`src/rtl/wp_pkg.sv`:
```
package wp_pkg;
  localparam int BYTE_W = 8;

  typedef enum logic [2:0] {
    ST_IDLE,
    ST_FILL,
    ST_SEND,
    ST_WAIT,
    ST_DONE
  } wp_state_e;
endpackage

```
`src/rtl/wp_lane_buf.sv`:
```
module wp_lane_buf #(
  parameter int LANES = 4,
  localparam int SEL_W = $clog2(LANES),
  localparam int WORD_W = LANES * wp_pkg::BYTE_W
) (
  input  logic                      clk,
  input  logic                      rst_n,
  input  logic                      clear,
  input  logic                      load,
  input  logic [SEL_W-1:0]          sel,
  input  logic [wp_pkg::BYTE_W-1:0] din,
  output logic [WORD_W-1:0]         word
);
  // Each lane resets and clears to all-ones so unfilled lanes program nothing.
  for (genvar g = 0; g < LANES; g++) begin : g_lane
    logic [wp_pkg::BYTE_W-1:0] lane_q;
    always_ff @(posedge clk or negedge rst_n) begin
      if (!rst_n) begin
        lane_q <= '1;
      end else if (clear) begin
        lane_q <= '1;
      end else if (load && (sel == SEL_W'(g))) begin
        lane_q <= din;
      end
    end
    assign word[g*wp_pkg::BYTE_W +: wp_pkg::BYTE_W] = lane_q;
  end
endmodule

```
`src/rtl/wp_ctrl.sv`:
```
module wp_ctrl
  import wp_pkg::*;
#(
  parameter int ADDR_W = 32,
  parameter int LEN_W  = 16,
  parameter int LANES  = 4,
  localparam int SEL_W = $clog2(LANES),
  localparam int CNT_W = SEL_W + 1
) (
  input  logic              clk,
  input  logic              rst_n,
  input  logic              req_valid,
  output logic              req_ready,
  input  logic [ADDR_W-1:0] req_addr,
  input  logic [LEN_W-1:0]  req_len,
  input  logic              in_valid,
  output logic              in_ready,
  output logic              wr_valid,
  input  logic              wr_ready,
  output logic [ADDR_W-1:0] wr_addr,
  input  logic              res_valid,
  input  logic              res_err,
  output logic              done,
  output logic              done_err,
  output logic [LEN_W-1:0]  done_count,
  output logic              buf_clear,
  output logic              buf_load,
  output logic [SEL_W-1:0]  buf_sel
);
  wp_state_e         state_q;
  logic [ADDR_W-1:0] base_q;
  logic [SEL_W-1:0]  lane_q;
  logic [LEN_W-1:0]  remain_q;
  logic [CNT_W-1:0]  wbytes_q;
  logic [LEN_W-1:0]  commit_q;
  logic              err_q;

  logic req_fire, in_fire, res_ok, res_bad, word_full, last_byte;

  assign req_ready = (state_q == ST_IDLE);
  assign in_ready  = (state_q == ST_FILL);
  assign wr_valid  = (state_q == ST_SEND);
  assign done      = (state_q == ST_DONE);

  assign req_fire  = req_valid && req_ready;
  assign in_fire   = in_valid && in_ready;
  assign res_ok    = (state_q == ST_WAIT) && res_valid && !res_err;
  assign res_bad   = (state_q == ST_WAIT) && res_valid && res_err;
  assign word_full = (lane_q == SEL_W'(LANES - 1));
  assign last_byte = (remain_q == LEN_W'(1));

  assign buf_clear = req_fire || res_ok;
  assign buf_load  = in_fire;
  assign buf_sel   = lane_q;

  assign wr_addr    = base_q;
  assign done_err   = err_q;
  assign done_count = commit_q;

  always_ff @(posedge clk or negedge rst_n) begin
    if (!rst_n) begin
      state_q  <= ST_IDLE;
      base_q   <= '0;
      lane_q   <= '0;
      remain_q <= '0;
      wbytes_q <= '0;
      commit_q <= '0;
      err_q    <= 1'b0;
    end else begin
      unique case (state_q)
        ST_IDLE: begin
          if (req_fire) begin
            base_q   <= {req_addr[ADDR_W-1:SEL_W], SEL_W'(0)};
            lane_q   <= req_addr[SEL_W-1:0];
            remain_q <= req_len;
            wbytes_q <= '0;
            commit_q <= '0;
            err_q    <= 1'b0;
            state_q  <= (req_len == '0) ? ST_DONE : ST_FILL;
          end
        end
        ST_FILL: begin
          if (in_fire) begin
            lane_q   <= lane_q + SEL_W'(1);
            remain_q <= remain_q - LEN_W'(1);
            wbytes_q <= wbytes_q + CNT_W'(1);
            if (word_full || last_byte) state_q <= ST_SEND;
          end
        end
        ST_SEND: begin
          if (wr_ready) state_q <= ST_WAIT;
        end
        ST_WAIT: begin
          if (res_bad) begin
            err_q   <= 1'b1;
            state_q <= ST_DONE;
          end else if (res_ok) begin
            commit_q <= commit_q + LEN_W'(wbytes_q);
            base_q   <= base_q + ADDR_W'(LANES);
            lane_q   <= '0;
            wbytes_q <= '0;
            state_q  <= (remain_q == '0) ? ST_DONE : ST_FILL;
          end
        end
        ST_DONE: state_q <= ST_IDLE;
        default: state_q <= ST_IDLE;
      endcase
    end
  end
endmodule

```
`src/rtl/wp_byte_packer.sv`:
```
module wp_byte_packer #(
  parameter int ADDR_W = 32,
  parameter int LEN_W  = 16,
  localparam int LANES  = 4,
  localparam int SEL_W  = $clog2(LANES),
  localparam int WORD_W = LANES * wp_pkg::BYTE_W
) (
  input  logic                      clk,
  input  logic                      rst_n,
  input  logic                      req_valid,
  output logic                      req_ready,
  input  logic [ADDR_W-1:0]         req_addr,
  input  logic [LEN_W-1:0]          req_len,
  input  logic                      in_valid,
  output logic                      in_ready,
  input  logic [wp_pkg::BYTE_W-1:0] in_data,
  output logic                      wr_valid,
  input  logic                      wr_ready,
  output logic [ADDR_W-1:0]         wr_addr,
  output logic [WORD_W-1:0]         wr_data,
  input  logic                      res_valid,
  input  logic                      res_err,
  output logic                      done,
  output logic                      done_err,
  output logic [LEN_W-1:0]          done_count
);
  logic             buf_clear;
  logic             buf_load;
  logic [SEL_W-1:0] buf_sel;

  wp_ctrl #(
    .ADDR_W(ADDR_W),
    .LEN_W (LEN_W),
    .LANES (LANES)
  ) u_ctrl (
    .clk       (clk),
    .rst_n     (rst_n),
    .req_valid (req_valid),
    .req_ready (req_ready),
    .req_addr  (req_addr),
    .req_len   (req_len),
    .in_valid  (in_valid),
    .in_ready  (in_ready),
    .wr_valid  (wr_valid),
    .wr_ready  (wr_ready),
    .wr_addr   (wr_addr),
    .res_valid (res_valid),
    .res_err   (res_err),
    .done      (done),
    .done_err  (done_err),
    .done_count(done_count),
    .buf_clear (buf_clear),
    .buf_load  (buf_load),
    .buf_sel   (buf_sel)
  );

  wp_lane_buf #(
    .LANES(LANES)
  ) u_buf (
    .clk  (clk),
    .rst_n(rst_n),
    .clear(buf_clear),
    .load (buf_load),
    .sel  (buf_sel),
    .din  (in_data),
    .word (wr_data)
  );
endmodule

```
`config.mk`:
```
export PLATFORM = sky130hd
export DESIGN_NAME = wp_byte_packer
export DESIGN_NICKNAME = d
export VERILOG_FILES = /design/src/rtl/wp_pkg.sv /design/src/rtl/wp_lane_buf.sv /design/src/rtl/wp_ctrl.sv /design/src/rtl/wp_byte_packer.sv
export SDC_FILE = /design/constraint.sdc
export NUM_CORES = 1
export LEC_CHECK = 0
export ABC_AREA = 0
export BUFFER_PORTS_ARGS = -buffer_cell sky130_fd_sc_hd__buf_4
export CORE_MARGIN = 2
export CORE_UTILIZATION = 46
export DETAILED_ROUTE_END_ITERATION = 10
export PLACE_DENSITY = 0.74
export SYNTH_ARGS = -nofsm -noshare
export SYNTH_HDL_FRONTEND = slang
export SYNTH_SLANG_ARGS = --single-unit
```
`constraint.sdc`:
```
create_clock -name clk -period 1.9 [get_ports clk]
set_clock_uncertainty 0.05 [all_clocks]
set_input_delay 0.19 -clock clk [delete_from_list [all_inputs] [get_ports clk]]
set_output_delay 0.19 -clock clk [all_outputs]
set_load 0.01 [all_outputs]
```
==> run_summary.xml <==
<?xml version="1.0" encoding="UTF-8"?>
<metrics>
  <group name="sta">
    <metric name="slew_viol_final" unit="">0</metric>
    <metric name="grt_setup_unrepaired" unit="">yes</metric>
    <metric name="final_min_period_over_clock_period" unit="">1.002</metric>
    <metric name="min_period" unit="ns">1.904</metric>
    <metric name="setup_viol_count_final" unit="">1</metric>
    <metric name="tns" unit="ns">-0.004300</metric>
    <metric name="fmax" unit="GHz">0.5251</metric>
    <metric name="final_critical_path_setup_slack" unit="ns">-0.004300</metric>
    <metric name="timing.final.hold_violations" unit="">0</metric>
  </group>
  <group name="clock_tree">
    <metric name="tritoncts" unit="">yes</metric>
    <metric name="cts.htree.levels" unit="">3</metric>
    <metric name="numCtsBuffers" unit="">9</metric>
    <metric name="clock_sinks" unit="">103</metric>
    <metric name="cts.clk_slew.worst_paths" unit="ns">0.07</metric>
    <metric name="max-clock-path-buffers" unit="">2</metric>
    <metric name="clk_root_buffer_cell" unit="">clkbuf_16</metric>
    <metric name="clkLatencyLatePin" unit="ns">0.36</metric>
  </group>
  <group name="synth">
    <metric name="post-synth-top-area-cell" unit="">dfrtp_1</metric>
    <metric name="synth_top_area_frac" unit="">0.3088</metric>
    <metric name="synth_compound_gate_area_share" unit="">0.1872</metric>
    <metric name="register_area_share_after_synthesis" unit="">0.4549</metric>
    <metric name="synth_fa_ha_area_frac" unit="">0.02957</metric>
    <metric name="synth_top_family_by_area" unit="">simple AND/OR/NAND/NOR gates</metric>
    <metric name="muxShareOfSynthArea" unit="">0.005653</metric>
    <metric name="synth_warnings" unit="">0</metric>
    <metric name="post_synth_main_area_contributors" unit="">dfrtp_1 31%, dfstp_2 15%, nand2_1 7.4%</metric>
    <metric name="yosys.area_share.xor_xnor" unit="">0.01218</metric>
    <metric name="number_of_enable_flip_flop_cells_after_synthesis" unit="">0</metric>
    <metric name="syn_area_per_cell" unit="sq um">8.758</metric>
    <metric name="yosysUniqueCellTypes" unit="">68</metric>
    <metric name="syn_area" unit="sq um">5754</metric>
    <metric name="synth_simple_gate_area_frac" unit="">0.2688</metric>
    <metric name="asyncSetResetFlopFracSynth" unit="">1.000</metric>
    <metric name="synth-main-ff-cell" unit="">dfrtp_1</metric>
    <metric name="syn_inst_count" unit="">657</metric>
    <metric name="ys_seq_elements" unit="">103</metric>
  </group>
  <group name="floorplan">
    <metric name="rows" unit="">40</metric>
    <metric name="core_area" unit="sq um">12110</metric>
    <metric name="die_h" unit="microns">115.8</metric>
    <metric name="die_x" unit="microns">115.8</metric>
    <metric name="die_area" unit="sq um">13420</metric>
    <metric name="top_level_pins" unit="">148</metric>
    <metric name="initial_core_utilization" unit="">0.4751</metric>
  </group>
  <group name="place">
    <metric name="place.port_buffers" unit="">145</metric>
    <metric name="post-dp-hpwl" unit="microns">12860</metric>
    <metric name="dpl_cell_area" unit="sq um">7452</metric>
    <metric name="globalplace.congestion" unit="">0.9478</metric>
  </group>
  <group name="power_and_ir_drop">
    <metric name="worst_ir_drop_vdd" unit="mV">0.6945</metric>
    <metric name="pwr-share-comb" unit="">0.515</metric>
    <metric name="power_frac_seq" unit="">0.336</metric>
    <metric name="p_int" unit="uW">7290</metric>
    <metric name="power-per-cell-area" unit="nW/um^2">1568</metric>
    <metric name="netSwitchingPower" unit="uW">5095</metric>
    <metric name="p_leak" unit="uW">0.003600</metric>
    <metric name="power.share.clock" unit="">0.149</metric>
    <metric name="p_sw_frac" unit="">0.4114</metric>
  </group>
  <group name="drt">
    <metric name="dr.first_iter.drc_count" unit="">549</metric>
    <metric name="num_vias" unit="">5901</metric>
    <metric name="route.detailed.wl_per_inst" unit="microns">17.36</metric>
    <metric name="first_pass_iters" unit="">8</metric>
    <metric name="ant_nets" unit="">0</metric>
    <metric name="finalWirelength" unit="microns">17610</metric>
    <metric name="drt_drc_violations_left" unit="">0</metric>
    <metric name="detail_route.vias_per_cell" unit="">5.820</metric>
  </group>
  <group name="run_status">
    <metric name="run_status" unit="">finished, violations left</metric>
    <metric name="violated_checks" unit="">setup timing</metric>
  </group>
  <group name="cells_and_area">
    <metric name="areaGrowthSynthToFinish" unit="%">37.27</metric>
    <metric name="finish.net_count" unit="">917</metric>
    <metric name="antennaDiodeCount" unit="">0</metric>
    <metric name="final_layout_size_suffix_gt1_frac" unit="">0.3452</metric>
    <metric name="postLayoutCellArea" unit="sq um">7899</metric>
    <metric name="fillerInstances" unit="">1033</metric>
  </group>
  <group name="worst_setup_path">
    <metric name="required" unit="ns">2.14</metric>
    <metric name="crit_path_top_delay_cell" unit="">dfrtp_2</metric>
    <metric name="critPathMaxStageDelay" unit="ns">0.45</metric>
    <metric name="critPathArrivalTime" unit="ns">2.14</metric>
    <metric name="cp_max_fo" unit="">6</metric>
    <metric name="setup.worst_path.end_class" unit="">flip-flop</metric>
    <metric name="timing_worst_setup_path_type" unit="">reg2reg</metric>
    <metric name="crit_path_cell_trace" unit="">or3b_4, a2111oi_4, buf_4, nand4_1, xor2_1, nor2_1</metric>
    <metric name="worstSetupStartpointType" unit="">flip-flop</metric>
  </group>
  <group name="global_route">
    <metric name="first_global_vias" unit="">5526</metric>
    <metric name="globalRoute.totalOverflow" unit="">0</metric>
    <metric name="grt_first_pass_wirelength" unit="microns">27760</metric>
    <metric name="antenna_violations_before_repair" unit="">0</metric>
    <metric name="grtUsageTotal" unit="">0.2617</metric>
    <metric name="grt_start_max_net_pins" unit="">44</metric>
  </group>
  <group name="min_path">
    <metric name="worst_hold_path_type" unit="">in2reg</metric>
  </group>
  <group name="run">
    <metric name="cap_violations" unit="">0</metric>
  </group>
</metrics>
cell usage in the layout, fill, tap and decap left out, types with 3 or more instances in the layout:
cell type | synthesis | layout
clkinv_2 | 0 | 3
a31oi_1 | 7 | 7
nor2_1 | 34 | 34
buf_12 | 0 | 8
o32ai_1 | 3 | 3
and2_1 | 5 | 5
a21oi_1 | 51 | 50
inv_1 | 14 | 14
a22oi_1 | 3 | 3
clkbuf_16 | 0 | 10
o22ai_1 | 14 | 14
o21ai_0 | 43 | 41
nor4_4 | 3 | 5
nor4_1 | 6 | 4
dfstp_2 | 32 | 32
nand4_1 | 20 | 20
a21o_1 | 5 | 4
dlygate4sd3_1 | 0 | 3
o211ai_1 | 7 | 7
nor3_1 | 13 | 11
and3_1 | 18 | 18
nand3_1 | 64 | 64
dfrtp_1 | 71 | 70
nand2_1 | 113 | 112
and4_1 | 3 | 3
buf_6 | 0 | 3
xor2_1 | 8 | 8
nand2b_1 | 4 | 3
a2bb2oi_1 | 10 | 10
buf_4 | 2 | 200
or3_1 | 4 | 3
nor3_2 | 1 | 3
ha_1 | 12 | 10
o311ai_0 | 4 | 3
layout make-up:
class / count / area (sq um) / area share
Sequential cell: 103 / 2619 / 0.3315
Inverter: 15 / 58.81 / 0.007445
Clock inverter: 6 / 41.29 / 0.005227
Multi-Input combinational cell: 498 / 2994 / 0.3791
Timing Repair Buffer: 214 / 1725 / 0.2184
Clock buffer: 10 / 250.2 / 0.03168
Tap cell: 168 / 210.2 / 0.02661
synth_stat cells, drive strengths merged (4+ instances only):
cell / n
nand2: 114
dfrtp: 71
nand3: 64
a21oi: 51
o21ai: 44
nor2: 35
dfstp: 32
clkbuf: 22
nand4: 21
buf: 20
and3: 18
inv: 15
nor3: 14
o22ai: 14
ha: 12
a2bb2oi: 10
nor4: 10
xor2: 8
a31oi: 7
o211ai: 7
a21o: 5
and2: 5
and4: 4
nand2b: 4
o311ai: 4
or3: 4
layer usage:
| layer | up-vias | part of all wire | GRT usage |
|---|---|---|---|
| li1 | 2764 | - | - |
| met1 | 2855 | 0.42 | 0.3526 |
| met2 | 250 | 0.49 | 0.4238 |
| met3 | 32 | 0.062 | 0.04341 |
| met4 | 0 | 0.021 | 0.1032 |
| met5 | - | 0 | 0 |
registers in the layout (all words and copies together), names as in the netlist:
signal and cells:
u_buf.g_lane.lane_q 32, u_ctrl.wr_addr 30, u_ctrl.done_count 16, u_ctrl.remain_q 16
u_ctrl.state_q 3, u_ctrl.wbytes_q 3, u_ctrl.buf_sel 2, u_ctrl.done_err 1
per-stage QoR:
step | utilization | setup WS (ns) | total power [uW] | instances | hold slack [ns]
finish | 0.6522 | -0.004300 | 12390 | 1014 | 0.01206
global placement | 0.6153 | -0.001776 | 10080 | 991 | 0.1275
CTS | 0.6452 | -0.01690 | 12240 | 1012 | 0.01054
floorplan | - | 0.04691 | 7394 | 658 | -0.1556
detailed placement | 0.6153 | -0.07680 | 10320 | 991 | 0.1328
global route | 0.6522 | -0.06566 | 13220 | 1014 | 0.02166
worst max-delay path, delay by kind of cell (launching register included):
kind / cells / cell delay [ns]
compound gates: 1 / 0.29
xor+xnor: 1 / 0.18
buf+inv: 1 / 0.20
flops: 1 / 0.45
simple gates: 3 / 0.67
logic make-up after synthesis:
kind of cell / after synthesis
AND/OR/NAND/NOR: 304
AO/OA/AOI/OAI: 169
flip-flops: 103
buffers and inverters: 57
adder cells (fa/ha/maj): 13
XOR/XNOR: 8
multiplexers: 2
other: 1
final timing paths:
path / from / endpoint / slack, ns / cells after the start
hold reg to reg: u_buf.g_lane[0].lane_q[1]$_DFFE_PN1P_ / u_buf.g_lane[0].lane_q[1]$_DFFE_PN1P_ / 0.44 / 2
min in group asynchronous: rst_n / u_ctrl.wr_addr[20]$_DFFE_PN0P_ / 0.28 / 2
hold / removal: req_addr[15] / u_ctrl.wr_addr[15]$_DFFE_PN0P_ / 0.01 / 3
setup / recovery: u_ctrl.state_q[0]$_DFFE_PN0P_ / u_ctrl.done_count[15]$_DFFE_PN0P_ / -0.004 / 6
setup reg to reg: u_ctrl.state_q[0]$_DFFE_PN0P_ / u_ctrl.done_count[15]$_DFFE_PN0P_ / -0.004 / 6
max in group asynchronous: rst_n / u_ctrl.wr_addr[7]$_DFFE_PN0P_ / 0.76 / 3
power groups by stage:
stage,Combinational [uW],Sequential (uW),Clock [uW]
finish,6380,4160,1850
global route,6990,4260,1970
CTS,6260,4110,1870
detailed placement,6180,4150,0
global placement,5990,4090,0
floorplan,3010,4380,0
what timing repair did:
action | CTS | global route
resized for setup | 6 | 19
buffers inserted | 2 | 2
pin swaps | 2 | 11
endpoints found under the setup margin | 15 | 48
cloned | 0 | 0
endpoints found under the hold margin | 35 | 0
hold buffers | 3 | 0
Note: power is estimated with default switching activity, not from simulation.
